==> config.mk <==
export PLATFORM = sky130hd
export DESIGN_NAME = sdhc_stat_irq
export DESIGN_NICKNAME = d
export VERILOG_FILES = /design/src/rtl/sdhc_stat_pkg.sv /design/src/rtl/sdhc_stat_core.sv /design/src/rtl/sdhc_irq_mask.sv /design/src/rtl/sdhc_reg_decode.sv /design/src/rtl/sdhc_stat_irq.sv
export SDC_FILE = /design/constraint.sdc
export NUM_CORES = 1
export LEC_CHECK = 0
export ABC_CLOCK_PERIOD_IN_PS = 5700
export BUFFER_PORTS_ARGS = -buffer_cell sky130_fd_sc_hd__buf_4
export CORE_MARGIN = 5
export CORE_UTILIZATION = 59
export DETAILED_ROUTE_END_ITERATION = 7
export PLACE_DENSITY = 0.92
export RECOVER_POWER = 25
export SYNTH_ARGS = -nofsm -noshare
export SYNTH_HDL_FRONTEND = slang
export SYNTH_SLANG_ARGS = --single-unit
==> constraint.sdc <==
create_clock -name clk -period 5.7 [get_ports clk]
set_input_delay 0.57 -clock clk [delete_from_list [all_inputs] [get_ports clk]]
set_output_delay 0.57 -clock clk [all_outputs]
set_load 0.02 [all_outputs]
==> src/rtl/sdhc_stat_pkg.sv <==
`timescale 1ns/1ps
// Package: register offsets, status bit layout and identification bytes
// for the SD/MMC host status unit. Offsets are byte addresses within a
// 4 KiB window; all accesses are assumed word aligned.
package sdhc_stat_pkg;

    localparam int ADDR_W   = 12;
    localparam int DATA_W   = 32;
    localparam int STICKY_W = 11;
    localparam int LIVE_W   = 11;
    localparam int STAT_W   = STICKY_W + LIVE_W;
    localparam int RSVD_BIT = 9;

    localparam logic [ADDR_W-1:0] OFS_PWR   = 12'h000;
    localparam logic [ADDR_W-1:0] OFS_CLK   = 12'h004;
    localparam logic [ADDR_W-1:0] OFS_STAT  = 12'h034;
    localparam logic [ADDR_W-1:0] OFS_CLR   = 12'h038;
    localparam logic [ADDR_W-1:0] OFS_MASK0 = 12'h03C;
    localparam logic [ADDR_W-1:0] OFS_IDBASE = 12'hFE0;

    // Identification byte for word k of the ID window.
    function automatic logic [7:0] id_byte(input logic [2:0] k);
        case (k)
            3'd0:    return 8'h81;
            3'd1:    return 8'h11;
            3'd2:    return 8'h04;
            3'd3:    return 8'h00;
            3'd4:    return 8'h0D;
            3'd5:    return 8'hF0;
            3'd6:    return 8'h05;
            default: return 8'hB1;
        endcase
    endfunction

endpackage

==> src/rtl/sdhc_stat_core.sv <==
`timescale 1ns/1ps
// Module: sdhc_stat_core
// Holds the sticky event bits and samples the live flag bits into one
// status word. Sticky bits are set by pulses and cleared by a masked
// clear strobe; a set in the same cycle as a clear wins. The reserved
// bit is forced to zero. Assumes set pulses are synchronous to clk.
module sdhc_stat_core #(
    parameter int STICKY_W = 11,
    parameter int LIVE_W   = 11,
    parameter int RSVD_BIT = 9,
    localparam int STAT_W  = STICKY_W + LIVE_W
) (
    input  logic                clk,
    input  logic                rst_n,
    input  logic [STICKY_W-1:0] set_pulse,
    input  logic                clr_we,
    input  logic [STICKY_W-1:0] clr_val,
    input  logic [LIVE_W-1:0]   live_in,
    output logic [STAT_W-1:0]   status
);

    localparam logic [STICKY_W-1:0] KEEP = ~(STICKY_W'(1) << RSVD_BIT);

    logic [STICKY_W-1:0] sticky_q;
    logic [STICKY_W-1:0] sticky_d;
    logic [LIVE_W-1:0]   live_q;

    // Next sticky value: clear first, then apply sets so sets dominate.
    always_comb begin
        sticky_d = sticky_q;
        if (clr_we) begin
            sticky_d = sticky_d & ~clr_val;
        end
        sticky_d = (sticky_d | set_pulse) & KEEP;
    end

    // Register sticky bits and sample live flags.
    always_ff @(posedge clk) begin
        if (!rst_n) begin
            sticky_q <= '0;
            live_q   <= '0;
        end else begin
            sticky_q <= sticky_d;
            live_q   <= live_in;
        end
    end

    assign status = {live_q, sticky_q};

endmodule

==> src/rtl/sdhc_irq_mask.sv <==
`timescale 1ns/1ps
// Module: sdhc_irq_mask
// One mask register and its level interrupt. The full mask word is kept
// for read-back; only the bits that overlap the status word can raise
// the interrupt. Assumes the write strobe lasts one cycle.
module sdhc_irq_mask #(
    parameter int DATA_W = 32,
    parameter int STAT_W = 22
) (
    input  logic              clk,
    input  logic              rst_n,
    input  logic              we,
    input  logic [DATA_W-1:0] wdata,
    input  logic [STAT_W-1:0] status,
    output logic [DATA_W-1:0] mask_q,
    output logic              irq
);

    // Hold the mask word.
    always_ff @(posedge clk) begin
        if (!rst_n) begin
            mask_q <= '0;
        end else if (we) begin
            mask_q <= wdata;
        end
    end

    // Level interrupt from the overlap of status and mask.
    always_comb begin
        irq = |(status & mask_q[STAT_W-1:0]);
    end

endmodule

==> src/rtl/sdhc_reg_decode.sv <==
`timescale 1ns/1ps
// Module: sdhc_reg_decode
// Address decode for the register port: write strobes for clear and
// mask registers, the 8-bit power and clock registers, and the
// combinational read multiplexer including the ID window. Unaligned or
// unmapped addresses read zero and strobe nothing.
module sdhc_reg_decode
    import sdhc_stat_pkg::*;
#(
    parameter int NUM_IRQ = 2,
    parameter int STAT_W  = 22,
    localparam int MASK_FW = NUM_IRQ * DATA_W
) (
    input  logic               clk,
    input  logic               rst_n,
    input  logic               bus_we,
    input  logic [ADDR_W-1:0]  bus_addr,
    input  logic [7:0]         wbyte,
    input  logic [STAT_W-1:0]  status,
    input  logic [MASK_FW-1:0] mask_flat,
    output logic               clr_we,
    output logic [NUM_IRQ-1:0] mask_we,
    output logic [DATA_W-1:0]  rdata
);

    logic       aligned;
    logic [7:0] pwr_q;
    logic [7:0] clk_q;

    assign aligned = (bus_addr[1:0] == 2'b00);
    assign clr_we  = bus_we && aligned && (bus_addr == OFS_CLR);

    // One write strobe per mask register at consecutive word offsets.
    for (genvar i = 0; i < NUM_IRQ; i++) begin : g_mwe
        assign mask_we[i] = bus_we && aligned &&
                            (bus_addr == OFS_MASK0 + ADDR_W'(4 * i));
    end

    // Power and clock registers, low byte only.
    always_ff @(posedge clk) begin
        if (!rst_n) begin
            pwr_q <= '0;
            clk_q <= '0;
        end else if (bus_we && aligned) begin
            if (bus_addr == OFS_PWR) pwr_q <= wbyte;
            if (bus_addr == OFS_CLK) clk_q <= wbyte;
        end
    end

    // Read multiplexer; anything unmapped reads zero.
    always_comb begin
        rdata = '0;
        if (aligned) begin
            if (bus_addr >= OFS_IDBASE) begin
                rdata = DATA_W'(id_byte(bus_addr[4:2]));
            end else if (bus_addr == OFS_PWR) begin
                rdata = DATA_W'(pwr_q);
            end else if (bus_addr == OFS_CLK) begin
                rdata = DATA_W'(clk_q);
            end else if (bus_addr == OFS_STAT) begin
                rdata = DATA_W'(status);
            end else begin
                for (int i = 0; i < NUM_IRQ; i++) begin
                    if (bus_addr == OFS_MASK0 + ADDR_W'(4 * i)) begin
                        rdata = mask_flat[i*DATA_W +: DATA_W];
                    end
                end
            end
        end
    end

endmodule

==> src/rtl/sdhc_stat_irq.sv <==
`timescale 1ns/1ps
// Module: sdhc_stat_irq (top)
// Status and dual interrupt unit of an SD/MMC host. Connects the status
// core, one mask/interrupt slice per interrupt line and the register
// decoder. Assumes a single-cycle, word-aligned register port.
module sdhc_stat_irq
    import sdhc_stat_pkg::*;
#(
    parameter int NUM_IRQ = 2
) (
    input  logic                clk,
    input  logic                rst_n,
    input  logic                bus_we,
    input  logic [ADDR_W-1:0]   bus_addr,
    input  logic [DATA_W-1:0]   bus_wdata,
    output logic [DATA_W-1:0]   bus_rdata,
    input  logic [STICKY_W-1:0] evt_set,
    input  logic [LIVE_W-1:0]   live_flags,
    output logic [NUM_IRQ-1:0]  irq_out
);

    logic [STAT_W-1:0]         status_w;
    logic                      clr_we;
    logic [NUM_IRQ-1:0]        mask_we;
    logic [NUM_IRQ*DATA_W-1:0] mask_flat;

    sdhc_stat_core #(
        .STICKY_W (STICKY_W),
        .LIVE_W   (LIVE_W),
        .RSVD_BIT (RSVD_BIT)
    ) u_core (
        .clk       (clk),
        .rst_n     (rst_n),
        .set_pulse (evt_set),
        .clr_we    (clr_we),
        .clr_val   (bus_wdata[STICKY_W-1:0]),
        .live_in   (live_flags),
        .status    (status_w)
    );

    for (genvar i = 0; i < NUM_IRQ; i++) begin : g_irq
        sdhc_irq_mask #(
            .DATA_W (DATA_W),
            .STAT_W (STAT_W)
        ) u_mask (
            .clk    (clk),
            .rst_n  (rst_n),
            .we     (mask_we[i]),
            .wdata  (bus_wdata),
            .status (status_w),
            .mask_q (mask_flat[i*DATA_W +: DATA_W]),
            .irq    (irq_out[i])
        );
    end

    sdhc_reg_decode #(
        .NUM_IRQ (NUM_IRQ),
        .STAT_W  (STAT_W)
    ) u_dec (
        .clk       (clk),
        .rst_n     (rst_n),
        .bus_we    (bus_we),
        .bus_addr  (bus_addr),
        .wbyte     (bus_wdata[7:0]),
        .status    (status_w),
        .mask_flat (mask_flat),
        .clr_we    (clr_we),
        .mask_we   (mask_we),
        .rdata     (bus_rdata)
    );

endmodule

Word-level counts from Yosys, hierarchy flattened

Index checks and enable logic that the tools add are counted.
W data, S select, Z words.

Word-level logic and storage cells: 44
Output and inout bits: 34
Bits of input ports: 69
Register bits after elaboration: 102

Magnitude comparators: 1
Reductions and logical operators: 11
Equality and inequality tests: 11
Bitwise gates (word level): 5
Muxes and demuxes: 9

Operator list:

| operator               | count |
|---|---|
| $mux W32               | 7 |
| $pmux W8 S7            | 1 |
| $and A22 B22 Y22       | 2 |
| $reduce_or A22 Y1      | 2 |
| $eq A12 B6 Y1 const B  | 3 |
| $eq A12 B3 Y1 const B  | 1 |
| $eq A12 B7 Y1 const B  | 1 |
| $ge A12 B12 Y1 const B | 1 |
| $logic_not A12 Y1      | 1 |
| $and A11 B11 Y11       | 1 |
| $mux W11               | 1 |
| $not A11 Y11           | 1 |
| $or A11 B11 Y11        | 1 |
| $eq A3 B3 Y1 const B   | 3 |
| $eq A3 B2 Y1 const B   | 2 |
| $logic_and A1 B1 Y1    | 4 |
| $reduce_and A2 Y1      | 2 |
| $eq A3 B1 Y1 const B   | 1 |
| $logic_not A3 Y1       | 1 |
| $logic_not A2 Y1       | 1 |

Depth between registers and ports, before layout

Depth after elaboration: 8
Gate-level depth with buffers: 8
Depth with buffers taken out: 4

Cells and area by module

Synthesis repeated with hierarchy kept, for this count alone.

Cell total of the unflattened synthesis: 553
Area total of the unflattened synthesis: 5178.7 µm²

Modules (own cells, without submodules):

| module          | times used | cells each | seq. area each (µm²) | area an instance (µm²) |
|---|---|---|---|---|
| sdhc_irq_mask   | 2          | 116        | 640.6                | 1343.8 |
| sdhc_reg_decode | 1          | 254        | 320.3                | 1727.9 |
| sdhc_stat_core  | 1          | 67         | 420.4                | 763.2 |

Worst setup path after synthesis

No wires, ideal clock.

Path type: input -> output
Start: input port bus_addr[11]
End: output port bus_rdata[0]
Arrival: 2.454 ns
Data required time: 5.130 ns
Cell stages on the path: 6
Buffers on the path: 2
Setup slack: 2.676 ns
Cells stage by stage: or4_4 > buf_6 > clkbuf_1 > nor4_1 > o22ai_1 > a221oi_1

Word-level cells in the longest chain between the ends: 8

RTL lines:

| what                   | line                  | RTL |
|---|---|---|
| from (decl)            | sdhc_stat_irq.sv:14   | `input logic [ADDR_W-1:0] bus_addr,` |
| $eq A12 B6 Y1          | sdhc_reg_decode.sv:64 | `if (bus_addr == OFS_MASK0 + ADDR_W'(4 * i)) begin` |
| $mux W32 (2 in series) | sdhc_reg_decode.sv:64 |  |
| $mux W32               | sdhc_reg_decode.sv:60 | `end else if (bus_addr == OFS_STAT) begin` |
| $mux W32               | sdhc_reg_decode.sv:58 | `end else if (bus_addr == OFS_CLK) begin` |
| $mux W32               | sdhc_reg_decode.sv:56 | `end else if (bus_addr == OFS_PWR) begin` |
| $mux W32 *             | sdhc_reg_decode.sv:54 | `if (bus_addr >= OFS_IDBASE) begin` |
| $mux W32 *             | sdhc_reg_decode.sv:53 | `if (aligned) begin` |
| to (decl)              | sdhc_stat_irq.sv:16   | `output logic [DATA_W-1:0] bus_rdata,` |

Every way passes the cells marked *; elsewhere a longest branch is shown, timed or not.

Worst setup path after layout

Start: input port bus_addr[11]
End: output port bus_rdata[21]

Same word-level chain as after synthesis.

==> out/qor.csv <==
stage,metric,value,unit
status,status,"finished, violations left",
status,failed_checks,"max-capacitance violations, max-slew violations",
setup_path,cp_max_fo,18,
setup_path,endpoint_kind,primary output,
global_route,grt_util_met2,0.487,
setup_path,path_depth,6,
yosys,synth_seq_cells,101,
setup_path,worstSetupStartpoint,bus_addr[11],
layout,utilization,0.722,
global_route,grt_pass1_wl,23400,µm
layout,regArea,0.00202,mm²
setup_path,crit_path_end,bus_rdata[21],
yosys,synthArstFlopShare,0,
layout,final_common_cell,nand2_1,
placement,hpwl,10100,µm
global_route,grt_overflow,0,
layout,fill_cells,632,
global_route,antenna_found_initial,0,
sta,tightest_slew,3.47,ns
clock_tree,cts_max_path_buffers,2,
clock_tree,cts_buffers,9,
power,p_comb_frac,0.084,
routing,wire_per_inst,18.9,µm
layout,multiInputGateArea,0.00282,mm²
clock_tree,cts_sinks,101,
die,die_width,103,µm
sta,finalSetupViolations,0,
setup_path,r2r_slack,4.83,ns
clock_tree,cts-root-buf,clkbuf_8,
yosys,synth_nets,661,
power,intPower,989,µW
min_path,hold_path_class,in -> reg,
yosys,ys.flop_type,dfxtp_1,
setup_path,crit_path_start_kind,input port,
global_route,grt_util_met3,0.0717,
yosys,ys_warn_count,0,
global_route,busiest_layer,met2,
layout,layout_common_cells,"nand2_1, buf_4, dfxtp_1, a21boi_0, a22oi_1",
yosys,netlist_instances,592,
global_route,first_global_vias,4884,
clock_tree,cts_tree,built,
layout,drive_above_1_share,0.219,
setup_path,crit_top_cell,buf_4,
setup_path,required,5.13,ns
setup_path,reg2regPathDepth,2,
routing,drtPass1Iterations,5,
routing,wirelength,14600,µm
placement,gp_congestion,0.940,
power,p_leak,2.23,nW
clock_tree,cts_hold_buf,0,
yosys,synth-edff-count,0,
setup_path,critPathSlowestCell,nor3_2,
setup_path,crit_type,in -> out,
sta,min_period,3.69,ns
power,p_seq_frac,0.547,
flow_run,drv_cap,1,
yosys,yosysSeqAreaShare,0.399,
sta,tns,0,ns
setup_path,arrival,3.12,ns
global_route,grt_use_total,0.284,
setup_path,cp.buffers_inverters,2,
sta,rsz0062_at_grt,no,
yosys,synthDistinctLibCells,48,
routing,vias,4825,
layout,area_growth,18.1,%
layout,fin_nets,731,
setup_path,path_cells,buf_4 > or4_4 > nor3_2 > nand2_1 > a2bb2oi_1 > buf_4,
sta,hold_viol,0,
global_route,met1_usage,0.340,
global_route,grt_max_degree,102,
setup_path,rr_endpoint,u_core.sticky_q[5]$_SDFF_PN0_,
die,fp-row-count,33,
setup_path,cpPeakStageDelay,0.78,ns
layout,antenna_cells,0,
power,switching_share,0.255,
clock_tree,cts_resized,0,
clock_tree,htree_levels,3,
yosys,syn-cell-area,0.00507,mm²
clock_tree,clk_pin_slew,0.11,ns
routing,ant_nets,0,
sta,max_slew_margin,-1.31,
sta,drv_slew,102,
die,die_h,103,µm
setup_path,critPathTopFamily,simple AND/OR/NAND/NOR gates,
die,start_util,0.611,
routing,drt-initial-drc-count,462,
clock_tree,insertion_delay,0.38,ns
clock_tree,postCtsSetupRepairBufs,0,
power,ir_drop,0.173,mV
power,p_per_area,222,mW/mm²
sta,fin_worst_skew,0,ns
routing,drc,0,
routing,via_per_inst,6.25,
yosys,synth.avg_cell_area,8.56,µm²
die,ios,103,
sta,period_share,0.647,
placement,port_buffers,101,
die,die_area,0.0105,mm²
setup_path,r2r-start,u_core.sticky_q[5]$_SDFF_PN0_,
power,p_switching,339,µW
sta,max_freq,0.271,GHz
die,core_area,0.00830,mm²
power,p_clk_frac,0.369,
flip-flops by register name (all words and copies together), names as in the netlist:
| register | count |
|---|---|
| u_core.live_q | 11 |
| u_dec.pwr_q | 8 |
| u_dec.clk_q | 8 |
| g_irq.u_mask.mask_q | 64 |
| u_core.sticky_q | 10 |
cells by family after synthesis:
| kind of cell | Yosys count | synth area share |
|---|---|---|
| compound gates | 178 | 0.267 |
| flops | 101 | 0.399 |
| mux | 26 | 0.0538 |
| simple gates | 236 | 0.235 |
| buf+inv | 51 | 0.0449 |
worst reg2reg max path, cell delays in order (launching register included):
cell      delay, ns
dfxtp_1        0.44
a21boi_0       0.25
o21a_1         0.13
cell type report:
cell class / instances / share of cell area
Multi-Input combinational cell: 440 / 0.471
Sequential cell: 101 / 0.338
Timing Repair Buffer: 107 / 0.132
Tap cell: 105 / 0.0219
Clock buffer: 9 / 0.0207
Clock inverter: 7 / 0.0148
Inverter: 3 / 0.00188
power groups by stage:
stage / clock network, mW / logic [mW] / registers, mW
floorplan: 0 / 0.0542 / 0.737
global placement: 0 / 0.105 / 0.741
detailed placement: 0 / 0.107 / 0.741
CTS: 0.494 / 0.108 / 0.725
global route: 0.527 / 0.119 / 0.727
finish: 0.490 / 0.112 / 0.726
Yosys cell counts, drive strengths merged, types with 12 or more instances:
master | instances | area [µm²]
clkbuf | 29 | 109
a22oi | 19 | 143
nor2b | 16 | 100
mux2i | 16 | 160
nand2 | 152 | 571
nor4 | 14 | 154
dfxtp | 101 | 2020
buf | 19 | 108
a22o | 14 | 123
a21boi | 74 | 556
and2 | 12 | 75.1
o21a | 18 | 135
worst min-delay path by stage:
stage,start,to,slack [ns],depth (start not counted)
global route,evt_set[5],u_core.sticky_q[5]$_SDFF_PN0_,0.39,2
finish,live_flags[7],u_core.live_q[7]$_SDFF_PN0_,0.39,2
floorplan,g_irq[1].u_mask.mask_q[26]$_SDFFE_PN0P_,g_irq[1].u_mask.mask_q[26]$_SDFFE_PN0P_,0.43,2
global placement,g_irq[1].u_mask.mask_q[26]$_SDFFE_PN0P_,g_irq[1].u_mask.mask_q[26]$_SDFFE_PN0P_,0.44,2
detailed placement,g_irq[1].u_mask.mask_q[30]$_SDFFE_PN0P_,g_irq[1].u_mask.mask_q[30]$_SDFFE_PN0P_,0.45,2
CTS,live_flags[7],u_core.live_q[7]$_SDFF_PN0_,0.38,2
metrics by stage:
| step | std cells | power, mW | instance area (µm²) | hold WS, ns | setup WS [ns] |
|---|---|---|---|---|---|
| 2_1_floorplan | 592 | 0.791 | 5070 | 0.430 | 2.68 |
| 3_3_place_gp | 756 | 0.845 | 5790 | 0.437 | 2.12 |
| 3_5_place_dp | 756 | 0.848 | 5790 | 0.453 | 2.08 |
| 4_1_cts | 772 | 1.33 | 6000 | 0.384 | 2.03 |
| 5_1_grt | 772 | 1.37 | 5990 | 0.387 | 1.82 |
| 6_report | 772 | 1.33 | 5990 | 0.394 | 2.01 |
layer usage:
layer,vias up,part of all wire
met5,-,0
met4,0,0.028
met3,40,0.089
met2,253,0.50
met1,2273,0.39
li1,2259,-
Power figures use the tool's default switching activity.
